===== src/rtl/dbr_pkg.sv =====
// Package: shared types for the doorbell ring tracker.
// Holds the verdict that the doorbell checker gives for each host write.
package dbr_pkg;

    typedef enum logic [1:0] {
        DB_IDLE    = 2'd0,  // no write this cycle
        DB_ACCEPT  = 2'd1,  // write moves head within bounds
        DB_OVERRUN = 2'd2,  // write would exceed ring depth
        DB_REWIND  = 2'd3   // write lies behind the current head
    } db_verdict_e;

endpackage


===== src/rtl/dbr_byte_order.sv =====
// Module: dbr_byte_order
// Reverses the byte order of a word when SWAP is set, and passes it
// through unchanged otherwise.
// Assumes: W is a multiple of 8.
module dbr_byte_order #(
    parameter int W    = 32,
    parameter bit SWAP = 1'b1
) (
    input  logic [W-1:0] din,
    output logic [W-1:0] dout
);
    localparam int NBYTES = W / 8;

    generate
        if (SWAP) begin : g_swap
            for (genvar b = 0; b < NBYTES; b++) begin : g_byte
                // Move byte b to mirrored position.
                assign dout[8*b +: 8] = din[W-8*(b+1) +: 8];
            end
        end else begin : g_pass
            // Same byte order on both sides.
            assign dout = din;
        end
    endgenerate
endmodule


===== src/rtl/dbr_head_ctrl.sv =====
// Module: dbr_head_ctrl
// Holds the free-running producer counter. Checks each doorbell write
// against the consumer counter and the current head, accepts writes that
// keep occupancy within the ring depth, and flags the rest for one cycle.
// Assumes: wr_head is already in native bit order; DEPTH fits in CNT_W bits.
module dbr_head_ctrl
    import dbr_pkg::*;
#(
    parameter int             CNT_W    = 32,
    parameter int             DEPTH    = 16,
    parameter logic [CNT_W-1:0] CNT_INIT = '0
) (
    input  logic             clk,
    input  logic             rst_n,
    input  logic             wr_en,
    input  logic [CNT_W-1:0] wr_head,
    input  logic [CNT_W-1:0] tail_cnt,
    output logic [CNT_W-1:0] head_cnt,
    output logic             err
);
    localparam logic [CNT_W-1:0] DEPTH_C = CNT_W'(DEPTH);

    logic [CNT_W-1:0] head_q;
    logic [CNT_W-1:0] occ_new;
    logic [CNT_W-1:0] adv_new;
    logic             err_q;
    db_verdict_e      verdict;

    // Classify the incoming doorbell against both counters.
    always_comb begin
        occ_new = wr_head - tail_cnt;
        adv_new = wr_head - head_q;
        if (!wr_en)
            verdict = DB_IDLE;
        else if (adv_new > DEPTH_C)
            verdict = DB_REWIND;
        else if (occ_new > DEPTH_C)
            verdict = DB_OVERRUN;
        else
            verdict = DB_ACCEPT;
    end

    // Register the producer counter and the one-cycle error flag.
    always_ff @(posedge clk) begin
        if (!rst_n) begin
            head_q <= CNT_INIT;
            err_q  <= 1'b0;
        end else begin
            err_q <= (verdict == DB_OVERRUN) || (verdict == DB_REWIND);
            if (verdict == DB_ACCEPT)
                head_q <= wr_head;
        end
    end

    assign head_cnt = head_q;
    assign err      = err_q;
endmodule


===== src/rtl/dbr_tail_ctrl.sv =====
// Module: dbr_tail_ctrl
// Holds the free-running consumer counter. Offers the slot at its low bits
// whenever the producer is ahead, and steps by one per accepted slot.
// Assumes: DEPTH is a power of two; head never leads tail by more than DEPTH.
module dbr_tail_ctrl #(
    parameter int             CNT_W    = 32,
    parameter int             DEPTH    = 16,
    parameter logic [CNT_W-1:0] CNT_INIT = '0
) (
    input  logic                     clk,
    input  logic                     rst_n,
    input  logic [CNT_W-1:0]         head_cnt,
    input  logic                     take,
    output logic                     avail,
    output logic [$clog2(DEPTH)-1:0] slot,
    output logic [$clog2(DEPTH):0]   pending,
    output logic [CNT_W-1:0]         tail_cnt
);
    localparam int IDX_W = $clog2(DEPTH);

    logic [CNT_W-1:0] tail_q;
    logic [CNT_W-1:0] diff;

    // Occupancy is the modular distance from tail to head.
    always_comb begin
        diff    = head_cnt - tail_q;
        avail   = (diff != '0);
        pending = diff[IDX_W:0];
        slot    = tail_q[IDX_W-1:0];
    end

    // Advance the consumer counter on each accepted slot.
    always_ff @(posedge clk) begin
        if (!rst_n)
            tail_q <= CNT_INIT;
        else if (avail && take)
            tail_q <= tail_q + 1'b1;
    end

    assign tail_cnt = tail_q;
endmodule


===== src/rtl/dbr_ring_tracker.sv =====
// Module: dbr_ring_tracker (top)
// Producer/consumer pointer tracker for one power-of-two descriptor ring.
// Converts the doorbell and the readback to bus byte order, validates the
// doorbell, issues slots in order, and gives the paired data-ring slot
// for receive rings.
// Assumes: RING_DEPTH is a power of two, at least 2; CNT_W is a multiple of 8.
module dbr_ring_tracker #(
    parameter int             RING_DEPTH = 16,
    parameter int             CNT_W      = 32,
    parameter logic [CNT_W-1:0] CNT_INIT   = '0,
    parameter bit             BIG_ENDIAN = 1'b1,
    parameter bit             RX_RING    = 1'b1
) (
    input  logic                          clk,
    input  logic                          rst_n,
    input  logic                          db_wr_en,
    input  logic [CNT_W-1:0]              db_wr_data,
    output logic                          slot_valid,
    input  logic                          slot_ready,
    output logic [$clog2(RING_DEPTH)-1:0] slot_idx,
    output logic [$clog2(RING_DEPTH)-1:0] data_slot_idx,
    output logic [$clog2(RING_DEPTH):0]   pending_cnt,
    output logic [CNT_W-1:0]              tail_rd_data,
    output logic                          db_err
);
    localparam int IDX_W = $clog2(RING_DEPTH);

    logic [CNT_W-1:0] db_native;
    logic [CNT_W-1:0] head_cnt;
    logic [CNT_W-1:0] tail_cnt;

    // Doorbell from bus order into native order.
    dbr_byte_order #(.W(CNT_W), .SWAP(BIG_ENDIAN)) u_db_order (
        .din  (db_wr_data),
        .dout (db_native)
    );

    // Producer side.
    dbr_head_ctrl #(.CNT_W(CNT_W), .DEPTH(RING_DEPTH), .CNT_INIT(CNT_INIT)) u_head (
        .clk      (clk),
        .rst_n    (rst_n),
        .wr_en    (db_wr_en),
        .wr_head  (db_native),
        .tail_cnt (tail_cnt),
        .head_cnt (head_cnt),
        .err      (db_err)
    );

    // Consumer side.
    dbr_tail_ctrl #(.CNT_W(CNT_W), .DEPTH(RING_DEPTH), .CNT_INIT(CNT_INIT)) u_tail (
        .clk      (clk),
        .rst_n    (rst_n),
        .head_cnt (head_cnt),
        .take     (slot_ready),
        .avail    (slot_valid),
        .slot     (slot_idx),
        .pending  (pending_cnt),
        .tail_cnt (tail_cnt)
    );

    // Consumer counter from native order into bus order.
    dbr_byte_order #(.W(CNT_W), .SWAP(BIG_ENDIAN)) u_tail_order (
        .din  (tail_cnt),
        .dout (tail_rd_data)
    );

    generate
        if (RX_RING) begin : g_rx
            // Data ring has the same length and moves with the descriptor ring.
            assign data_slot_idx = slot_idx;
        end else begin : g_tx
            // Transmit rings have no paired data ring.
            assign data_slot_idx = '0;
        end
    endgenerate
endmodule


===== config.mk =====
export PLATFORM = sky130hd
export DESIGN_NAME = dbr_ring_tracker
export DESIGN_NICKNAME = d
export VERILOG_FILES = /design/src/rtl/dbr_pkg.sv /design/src/rtl/dbr_byte_order.sv /design/src/rtl/dbr_head_ctrl.sv /design/src/rtl/dbr_tail_ctrl.sv /design/src/rtl/dbr_ring_tracker.sv
export SDC_FILE = /design/constraint.sdc
export NUM_CORES = 1
export LEC_CHECK = 0
export BUFFER_PORTS_ARGS = -buffer_cell sky130_fd_sc_hd__buf_2
export CORE_MARGIN = 2
export CORE_UTILIZATION = 52
export CTS_BUF_LIST = sky130_fd_sc_hd__clkbuf_4
export DETAILED_ROUTE_END_ITERATION = 8
export PLACE_DENSITY = 0.73
export SETUP_SLACK_MARGIN = 0.4
export SLEW_MARGIN = 40
export SYNTH_ARGS = -nofsm -noshare
export SYNTH_HDL_FRONTEND = slang
export SYNTH_SLANG_ARGS = --single-unit

===== constraint.sdc =====
create_clock -name clk -period 4.9 [get_ports clk]
set_input_delay 0.98 -clock clk [delete_from_list [all_inputs] [get_ports clk]]
set_output_delay 0.98 -clock clk [all_outputs]
set_load 0.05 [all_outputs]

* Word-level counts from Yosys, hierarchy flattened *
Index checks and enable logic that the tools add are counted.

operators by class
  add/subtract/negate cells = 4
  $mul = 0
  divide/modulo/power cells = 0
  order comparisons = 2
  eq/ne operators = 3
  shift-type cells = 0
  muxes and demuxes = 3
  bitwise logic cells = 0
  reduce and logical (&&, ||, !) cells = 3

operators by type and width
  cell                     count
  $sub A32 B32 Y32         3
  $gt A32 B5 Y1 const B    2
  $add A32 B1 Y32 const B  1
  $reduce_bool A32 Y1      1
  $mux W2                  3
  $eq A2 B2 Y1 const B     2
  $eq A2 B1 Y1 const B     1
  $logic_and A1 B1 Y1      1
  $logic_or A1 B1 Y1       1

storage, ports and cells
  register bits = 65
  latch bits = 0
  RAM bits = 0
  memory bits (read-only) = 0
  input bits = 36
  output and inout bits = 47
  word-level logic and storage cells = 18
  memories kept = 0

* Longest topological paths before layout *
Gate-level depths: netlist (run 1).

  word-level depth = 7
  depth in mapped cells = 16

* Cells and area by module *
A second synthesis (run 1) with hierarchy kept.

unflattened totals
  cells, all modules = 1,491
  area, all modules = 10,425.0 um2

modules (own cells, without submodules)
  module            instances  cells each  area each (um2)
  dbr_head_ctrl     1          857         5,883.1
  dbr_tail_ctrl     1          566         4,031.4
  dbr_byte_order    2          32          240.2
  dbr_ring_tracker  1          4           30.0

* Worst setup path before layout (run 1) *
No wires, ideal clock.

  path kind = reg-to-output
  start = register u_tail.tail_q[0] (netlist: u_tail.tail_cnt[0])
  end = output slot_valid
  data arrival time = 4,424 ps
  setup slack = -504 ps
  stages on the path, launching flop included = 12
  buffers on the path = 0
  cell sequence = dfxtp_1 ha_1 fa_1 xnor2_1 or4_4 nor3_1 and3_1 o2111ai_1 a2111oi_0 o2111ai_1 or4_1 or4_1

on the way
  cells in the longest elaborated chain, start to end = 2

ends and longest elaborated chain
  item                    RTL line                RTL
  from (decl)             dbr_tail_ctrl.sv:21     logic [CNT_W-1:0] tail_q;
  from (signal assigned)  dbr_tail_ctrl.sv:37     tail_q <= tail_q + 1'b1;
  $sub A32 B32 Y32        dbr_tail_ctrl.sv:26     diff = head_cnt - tail_q;
  via pending_cnt[2]      dbr_ring_tracker.sv:22  output logic [$clog2(RING_DEPTH):0] pending_cnt,
  $reduce_bool A32 Y1     dbr_tail_ctrl.sv:27     avail = (diff != '0);
  to (decl)               dbr_ring_tracker.sv:18  output logic slot_valid,

The timed path passes the listed nets, and every way through them passes these cells.

* Worst setup path in the final report (run 1) *
  start = register u_tail.tail_q[4] (netlist: u_tail.tail_cnt[4])
  end = output slot_valid

on the way
  cells in the longest elaborated chain, start to end = 2

ends and longest elaborated chain
  item                 RTL line
  $sub A32 B32 Y32     dbr_tail_ctrl.sv:26
  $reduce_bool A32 Y1  dbr_tail_ctrl.sv:27

No other way between the ends.

==> results of run 1 <==
Yosys cell counts, types with 14 or more instances:
library cell  instances  area share (%)
nand3_1              30             1.6
or3_1                19             1.3
o21ai_0              64             3.5
xnor2_1              28             2.7
clkbuf_1             47             1.9
o21a_1               15             1.2
a21oi_1             117             6.4
nor4_1               14            0.96
o31ai_1              21             1.7
a21oi_2              18             1.7
or4_1                20             1.6
nand4_1              29             2.0
xor2_1               24             2.3
inv_1                94             3.9
a21o_1               32             2.6
nor3_1               25             1.4
ha_1                 94              13
dfxtp_1              65              14
nand2_1             174             7.1
nor2_1               86             3.5
and3_1               15             1.0
mux2i_1              38             4.2
timing repair:
item / in CTS / in global routing
resized for setup: 42 / 27
cloned: 1 / 4
setup endpoints to repair: 11 / 64
setup buffers: 2 / 4
hold buffers: 0 / 0
pin swaps: 14 / 15
state kept, by name, summed over array words and instances, names as in the netlist:
signal           count
u_head.err           1
u_head.head_cnt     32
u_tail.tail_cnt     32
final cells by class:
cell class | count | area, um2
Antenna cell | 1 | 2.50
Clock buffer | 10 | 75.1
Clock inverter | 6 | 82.6
Fill cell | 1592 | 6520
Inverter | 94 | 357
Multi-Input combinational cell | 1064 | 7460
Sequential cell | 65 | 1320
Tap cell | 225 | 282
Timing Repair Buffer | 164 | 1130
worst paths after layout:
check	to	slack, ns	cells after the start
setup reg to reg	u_tail.tail_cnt[9]$_SDFFE_PN0P_	0.55	17
setup / recovery	slot_valid	-0.20	12
hold / removal	u_tail.tail_cnt[27]$_SDFFE_PN0P_	0.50	2
hold reg to reg	u_tail.tail_cnt[27]$_SDFFE_PN0P_	0.50	2
per-layer routing:
metal | up-vias | wire length, um | global-route usage (%)
li1 | 4969 | - | -
met1 | 4815 | 14300 | 45.7
met2 | 426 | 14100 | 51.4
met3 | 54 | 2180 | 3.93
met4 | 0 | 1280 | 14.9
met5 | - | 0 | 0
power by group through the flow:
stage	registers [W]	logic (W)	clock network [W]
after floorplan	0.000554	0.000441	0
after global placement	0.000544	0.000609	0
after detailed placement	0.000544	0.000614	0
after CTS	0.000532	0.000632	0.000424
after global routing	0.000533	0.000722	0.000450
final	0.000532	0.000670	0.000418
kinds of logic after synthesis:
group	count (synthesis)
AO/OA/AOI/OAI	416
flip-flops	65
adder cells (fa/ha/maj)	97
multiplexers	40
AND/OR/NAND/NOR	459
buffers and inverters	160
XOR/XNOR	52
critical path: stages (launching register included):
cell and delay, ns:
dfxtp_2 0.37, inv_1 0.07, ha_1 0.29, buf_4 0.14, o2111ai_2 0.16, a211o_1 0.39
nand2_1 0.16, mux2_2 0.41, a2111oi_4 0.30, o2111ai_2 0.20, or4_4 0.56, or4_4 0.44
buf_8 0.17
metrics by stage:
step           area (um2)  instances  utilization, %
3_5_place_dp        10100       1601            58.7
4_1_cts             10500       1620            60.9
3_3_place_gp        10100       1601            58.7
6_report            10700       1629            62.2
5_1_grt             10700       1629            62.2
2_1_floorplan        9210       1289               -
cell usage in the layout (no fill, tap or decap), drive strengths merged, types with 15 or more instances in the layout:
cell,netlist,routed
or4,22,22
ha,94,94
inv,94,93
nor3,25,25
mux2i,38,38
nor4,15,15
o21a,15,15
nand2,174,174
or3,19,19
buf,19,160
and3,15,15
a21oi,135,135
xnor2,28,28
dfxtp,65,65
o21ai,79,79
o31ai,22,22
xor2,24,24
a21o,32,32
nand4,29,29
nor2,86,86
nand3,30,30
==> metrics, run 1 <==
Synth Flop Type=dfxtp_1; total grt overflow=0; Placement Setup Slack=-0.0701 ns; Routed Antenna Nets=0; largest net degree at the start of global routing=73; CP max FO=5; failing checks=setup timing; critical path data required time=3.92 ns; Ports=83; Worst-path clk slew=0.12 ns; arrival time worst endpoint=4.12 ns; Switch Pwr=0.000626 W; antenna violations before repair=1; WHS=0.498 ns; Initial Utilization=53.0%; hold crit path type=register to register; min cycle time layout=5.10 ns; crit end category=primary output; Final Worst Setup Slack=-0.202 ns; Pint=0.000995 W; post-synthesis async set-or-reset flop share=0%; H-tree levels=3; CTS root buffer=clkbuf_4; Post-Synthesis Cell Area=9140 um2; switching share of power=38.6%; Hold Fails Final Rpt=0; min-delay src=u_tail.tail_cnt[27]$_SDFFE_PN0P_; Bufs on Longest Clock Path=2; Max Clk Rate=196 MHz; DRT Pass-1 Iters=5; Layout area overhead=17.2%; drt wl/cell=19.5 um; clock share of power=25.8%; Critical Path Start Type=register; max-slew violations=0; Die ar.=18700 um2; number of synthesized flops with an enable pin=0; Power Dens Cells=151 nW/um2; vias in the first global route=9131; Port Buf Inserts=82; synth warn=0; mux share of post-synthesis cell area=4.41%; GRT Resource Usage Total=33.0%; share of layout cells above drive strength 1=20.2%; post-route clock period utilization=104%; share of the yosys chip area belonging to registers=14.2%; drt via density=6.30; Comb pwr share=41.4%; RSZ-0062 raised after global routing=yes; setup TNS=-0.202 ns; Slew Limit Headroom=53.0%; Worst R2R Start=u_head.head_cnt[0]$_SDFFE_PN0N_; syn_nets=1422; row cnt=48; #FFs+latches synth=65; Lkg Pwr=4.40 nW; Clock Skew=0.0246 ns; Die W=137 um; via count=10300; critical path class=register to primary output; WL final=31.8 mm; Synth Area in XOR/XNOR=4.98%; Worst Setup SP=u_tail.tail_cnt[4]$_SDFFE_PN0P_; CTS tree=done; largest family of logic cells by synthesized area=compound AO/OA/AOI/OAI gates; status=finished, violations left; # DRC=0; post-synthesis adder-cell area fraction=13.5%; first-pass GRT wire length=48.1 mm; Pwr Total=0.00162 W; Post-DP HPWL=25.2 mm; clk sink count=65; Max VDD drop=0.000150 V; Final nets=1531; slew at the pin with the worst max-slew slack=0.705 ns; power share of the sequential group=32.8%; Synth Area in Compound Gates=30.8%; CTS buffer count=9; Clk Latency, worst-skew pair=0.44 ns; # setup viols final=1; chip height=137 um; Cell variety after synth=80; Mean Syn Cell Area=7.09 um2; routability cong.=0.999; placeable core region=17200 um2; Post-Synth Simple-Gate Area=24.5%; Iter 0 DRT Violations=852; Max Cap Viol=0; post-synthesis cell count=1289
Power figures use the tool's default switching activity.
==> run 2, diff against run 1 <==
- SETUP_SLACK_MARGIN: 0.4 -> 0.02
==> metrics, run 2 (synthesis gave the netlist of run 1 again) <==
Ports=83; vias in the first global route=9303; commonest non-fill, non-tap cell in the layout=nand2_1; # fillers=1665; r2r setup slk=0.46 ns; total grt overflow=0; Final nets=1527; chip height=137 um; Iter 0 DRT Violations=759; multi-input logic area=7340 um2; Bufs on Longest Clock Path=2; placeable core region=17200 um2; antenna violations before repair=1; Initial Utilization=53.0%; arrival time worst endpoint=4.18 ns; share of layout cells above drive strength 1=18.4%; routability cong.=1.00; Lkg Pwr=4.32 nW; post-route clock period utilization=105%; Clock Skew=0.0210 ns; drt wl/cell=19.6 um; Routed Antenna Nets=0; Critical Path Start Type=register; Die ar.=18700 um2; # DRC=0; slew at the pin with the worst max-slew slack=0.711 ns; Layout area overhead=14.1%; Clk Latency, worst-skew pair=0.42 ns; hold crit path type=register to register; Placement Setup Slack=-0.134 ns; status=finished, violations left; Power Dens Cells=143 nW/um2; CP max FO=4; Pwr Total=0.00149 W; cts hold-fix bufs=0; CTS buffer count=9; via count=10300; Die W=137 um; Max Cap Viol=0; Final Worst Setup Slack=-0.262 ns; Slew Limit Headroom=52.6%; CTS tree=done; Worst-path clk slew=0.11 ns; max-slew violations=0; clk sink count=65; CTS root buffer=clkbuf_4; Register Area=1320 um2; RR Endpoint=u_tail.tail_cnt[8]$_SDFFE_PN0P_; Max VDD drop=0.000115 V; row cnt=48; min cycle time layout=5.16 ns; largest net degree at the start of global routing=73; RSZ-0062 raised after global routing=yes; DRT Pass-1 Iters=6; hold endpoint=u_head.head_cnt[1]$_SDFFE_PN0N_; crit end category=primary output; min-delay src=u_head.head_cnt[1]$_SDFFE_PN0N_; H-tree levels=3; critical path data required time=3.92 ns; Post-DP HPWL=26.0 mm; drt via density=6.32; failing checks=setup timing; most frequent cells in the layout=174 x nand2_1, 111 x a21oi_1, 92 x inv_1; Port Buf Inserts=82; Max Clk Rate=194 MHz; Worst R2R Start=u_head.head_cnt[0]$_SDFFE_PN0N_; WL final=31.8 mm; # setup viols final=1; Hold Fails Final Rpt=0; first-pass GRT wire length=48.9 mm; Hold Path Cell Cnt=2; Reg2Reg Depth=16; critical path class=register to primary output; Worst Setup SP=u_tail.tail_cnt[1]$_SDFFE_PN0P_; GRT Resource Usage Total=33.6%
-- run 2: worst max-delay path, stage by stage (launching register included) --
cell	delay [ns]
dfxtp_2	0.39
inv_1	0.07
ha_1	0.27
nor2b_1	0.16
o2111ai_1	0.15
a211o_1	0.42
a211o_1	0.38
a21oi_2	0.23
nor2_1	0.09
a221o_1	0.38
or4_1	0.51
or4_4	0.53
buf_8	0.17
-- run 2: power by group --
group	internal (W)	switching, W
Sequential	0.000530	0.00000228
Combinational	0.000255	0.000407
Clock	0.000101	0.000194
Total	0.000887	0.000604
-- run 2: layout make-up --
class	instances	area share [%]
repair buffers	160	10.0
inverters	94	3.42
clock inverters	5	0.228
flip-flops and latches	65	12.6
diodes	1	0.0240
clock buffers	10	0.720
well taps	225	2.70
multi-input cells	1064	70.3
-- run 2: repair_timing --
action | CTS | global route
pin swaps | 5 | 4
gates resized for setup | 24 | 17
endpoints found under the setup margin | 1 | 1
cloned | 0 | 0
setup buffers | 0 | 1
-- run 2: how the worst max path moves through the flow --
stage                     slack (ns)         end
final                          -0.26  slot_valid
after global routing           -0.38  slot_valid
after CTS                      -0.23  slot_valid
after detailed placement       -0.13  slot_valid
after global placement         -0.06  slot_valid
after floorplan                 0.02  slot_valid
-- run 2: per-stage QoR --
stage	cells	setup TNS, ns	util [%]	hold WS, ns	instance area, um2
finish	1624	-0.262	60.5	0.486	10400
global placement	1607	-0.0554	59.1	0.464	10200
global route	1624	-0.377	60.5	0.499	10400
CTS	1622	-0.231	60.1	0.488	10400
floorplan	1289	0	-	0.451	9200
detailed placement	1607	-0.763	59.1	0.469	10200
-- run 2: per-layer routing --
layer,up-vias,global-route usage (%),share of wire [%]
met5,-,0,0
met4,0,16.8,5.1
li1,4965,-,-
met1,4792,47.0,46
met3,78,3.74,6.5
met2,432,50.7,42
==> run 3, diff against run 2 <==
- SYNTH_HIERARCHICAL: default -> 1
==> metrics, run 3 <==
Die ar.=21200 um2; Worst R2R Start=u_tail/tail_cnt[0]$_SDFFE_PN0P_; worst path bufs/invs=2; critical path class=register to primary output; post-route clock period utilization=96.6%; Bufs on Longest Clock Path=2; Top Usage Layer GRT=met2; r2r setup slk=0.71 ns; antenna violations before repair=0; WHS=0.504 ns; min-delay src=u_head/head_cnt[14]$_SDFFE_PN0N_; largest net degree at the start of global routing=49; Top Family by Delay on Critical Path=simple AND/OR/NAND/NOR gates; share of layout cells above drive strength 1=16.5%; RR Endpoint=u_head/head_cnt[25]$_SDFFE_PN0N_; M3 GR Usage=4.11%; Clk Latency, worst-skew pair=0.42 ns; top cells by count, synth=162 x a21oi_1, 137 x inv_1, 109 x nand2_1; share of the yosys chip area belonging to registers=12.5%; met1 Use GR=44.9%; most frequent cells in the layout=145 x a21oi_1, 134 x inv_1, 107 x nand2_1; drt wl/cell=20.9 um; Max Cap Viol=0; dominant cell by count in the synthesized netlist=a21oi_1; Layout area overhead=5.50%; commonest non-fill, non-tap cell in the layout=a21oi_1; Iter 0 DRT Violations=1214; Ports=83; Clock Skew=0.0138 ns; Routed Antenna Nets=0; Mean Syn Cell Area=6.99 um2; CP max FO=3; cts hold-fix bufs=0; hold crit path type=register to register; Crit path largest cell delay=0.52 ns; Synth Flop Type=dfxtp_1; synth warn=6; row cnt=51; placeable core region=19600 um2; crit end category=primary output; Max Clk Rate=211 MHz; # diodes=0; most area-consuming cells after synthesis=dfxtp_1 12%, ha_1 11%, a21oi_1 7.8%; Lkg Pwr=4.33 nW; via count=11400; Worst Setup SP=u_head/head_cnt[0]$_SDFFE_PN0N_; number of synthesized flops with an enable pin=0; status=complete, no violations; Die W=146 um; post-synth top area share=12.5%; Power Dens Cells=144 nW/um2; critical path's slowest cell=or4b_4; critical path data required time=3.92 ns; min cycle time layout=4.74 ns; end-of-flow core utilization=56.1%; RSZ-0062 raised after global routing=no; Hold Path Cell Cnt=2; Port Buf Inserts=82; area post-placement=10400 um2; slew at the pin with the worst max-slew slack=0.798 ns; DRT Pass-1 Iters=5; hold endpoint=u_head/head_cnt[14]$_SDFFE_PN0N_; first-pass GRT wire length=55.6 mm; Pwr Total=0.00158 W; max-slew violations=0; CTS buffer count=9; Post-Synthesis Cell Area=10400 um2; CTS tree=done; Hold Fails Final Rpt=0; Worst-path clk slew=0.11 ns; Post-DP HPWL=28.5 mm; arrival time worst endpoint=3.76 ns; CP Cell Sequence=inv_1 > ha_2 > fa_2 > nand2b_4 > a21oi_4 > mux2i_2 > o311a_1 > o2111ai_1 > nor4_2 > nand4_1 > or4b_4 > or2_2 > buf_6; Slew Limit Headroom=46.8%; setup TNS=0 ns; routability cong.=0.994; Cell variety after synth=92; post-synthesis async set-or-reset flop share=0%; Critical Path Start Type=register; post-synthesis cell count=1491; WL final=35.9 mm; Final nets=1586; H-tree levels=3; GRT Resource Usage Total=32.2%; Reg2Reg Depth=15; CTS root buffer=clkbuf_4; design area=11000 um2; Max VDD drop=0.000121 V; # DRC=0; drt via density=6.63; vias in the first global route=10500; #FFs+latches synth=65; total grt overflow=0; clk sink count=65; # setup viols final=0; GRT met2 Usage=50.6%; chip height=146 um; syn_nets=1624; cell taking the most area after synthesis=dfxtp_1; Initial Utilization=53.2%
-- run 3: cell count changes in the layout (fill, tap and decap cells not counted), sizes merged, moves of 20 or more --
cell,delta
buf,-50
inv,+44
a21oi,+34
nand4,+53
mux2i,-20
nand2,-65
-- run 3: worst max path at each step --
stage,cells past startpoint,endpoint
floorplan,11,slot_valid
global placement,13,slot_valid
detailed placement,17,u_head/head_cnt[25]$_SDFFE_PN0N_
CTS,13,slot_valid
global route,12,slot_valid
finish,13,slot_valid
-- run 3: routing by layer --
metal	vias up	routed length, um
met5	-	0
li1	5404	-
met3	81	2680
met4	0	1470
met2	508	15700
met1	5431	16100
-- run 3: where the power goes --
group | internal (W) | switching, W
combinational | 0.000231 | 0.000412
sequential | 0.000530 | 0.00000151
clock | 0.000205 | 0.000198
total | 0.000967 | 0.000612
-- run 3: cell type report --
| class | count | area, um2 |
|---|---|---|
| clock buffers | 10 | 75.1 |
| clock inverters | 5 | 71.3 |
| fillers | 1963 | 8590 |
| inverters | 137 | 514 |
| multi-input cells | 1130 | 8030 |
| flip-flops and latches | 65 | 1320 |
| well taps | 265 | 332 |
| repair buffers | 110 | 664 |
-- run 3: kinds of logic after synthesis --
family                   Yosys count  synth area share, %
AO/OA/AOI/OAI                    523                 33.6
buffers and inverters            296                 14.1
AND/OR/NAND/NOR                  452                 22.9
flip-flops                        65                 12.5
adder cells (fa/ha/maj)           97                 11.9
multiplexers                      18                 1.73
XOR/XNOR                          40                 3.36
-- run 3: what timing repair did --
action | in CTS | in global routing
setup endpoints to repair | 1 | 1
setup buffers | 0 | 3
gates resized for setup | 25 | 75
endpoints found under the hold margin | 0 | 0
pin swaps | 3 | 10
-- run 3: worst reg2reg max path, delay by kind of cell (launching register included) --
kind	cells	cell delay (ns)
buffers and inverters	3	0.46
AO/OA/AOI/OAI	6	1.78
flip-flops	1	0.36
AND/OR/NAND/NOR	4	0.87
adder cells (fa/ha/maj)	2	0.59
-- run 3: stage by stage --
step	setup slack, ns	instances
finish	0.164	1722
detailed placement	0.172	1704
global route	0.000240	1722
floorplan	0.502	1491
CTS	0.0213	1719
global placement	0.218	1704
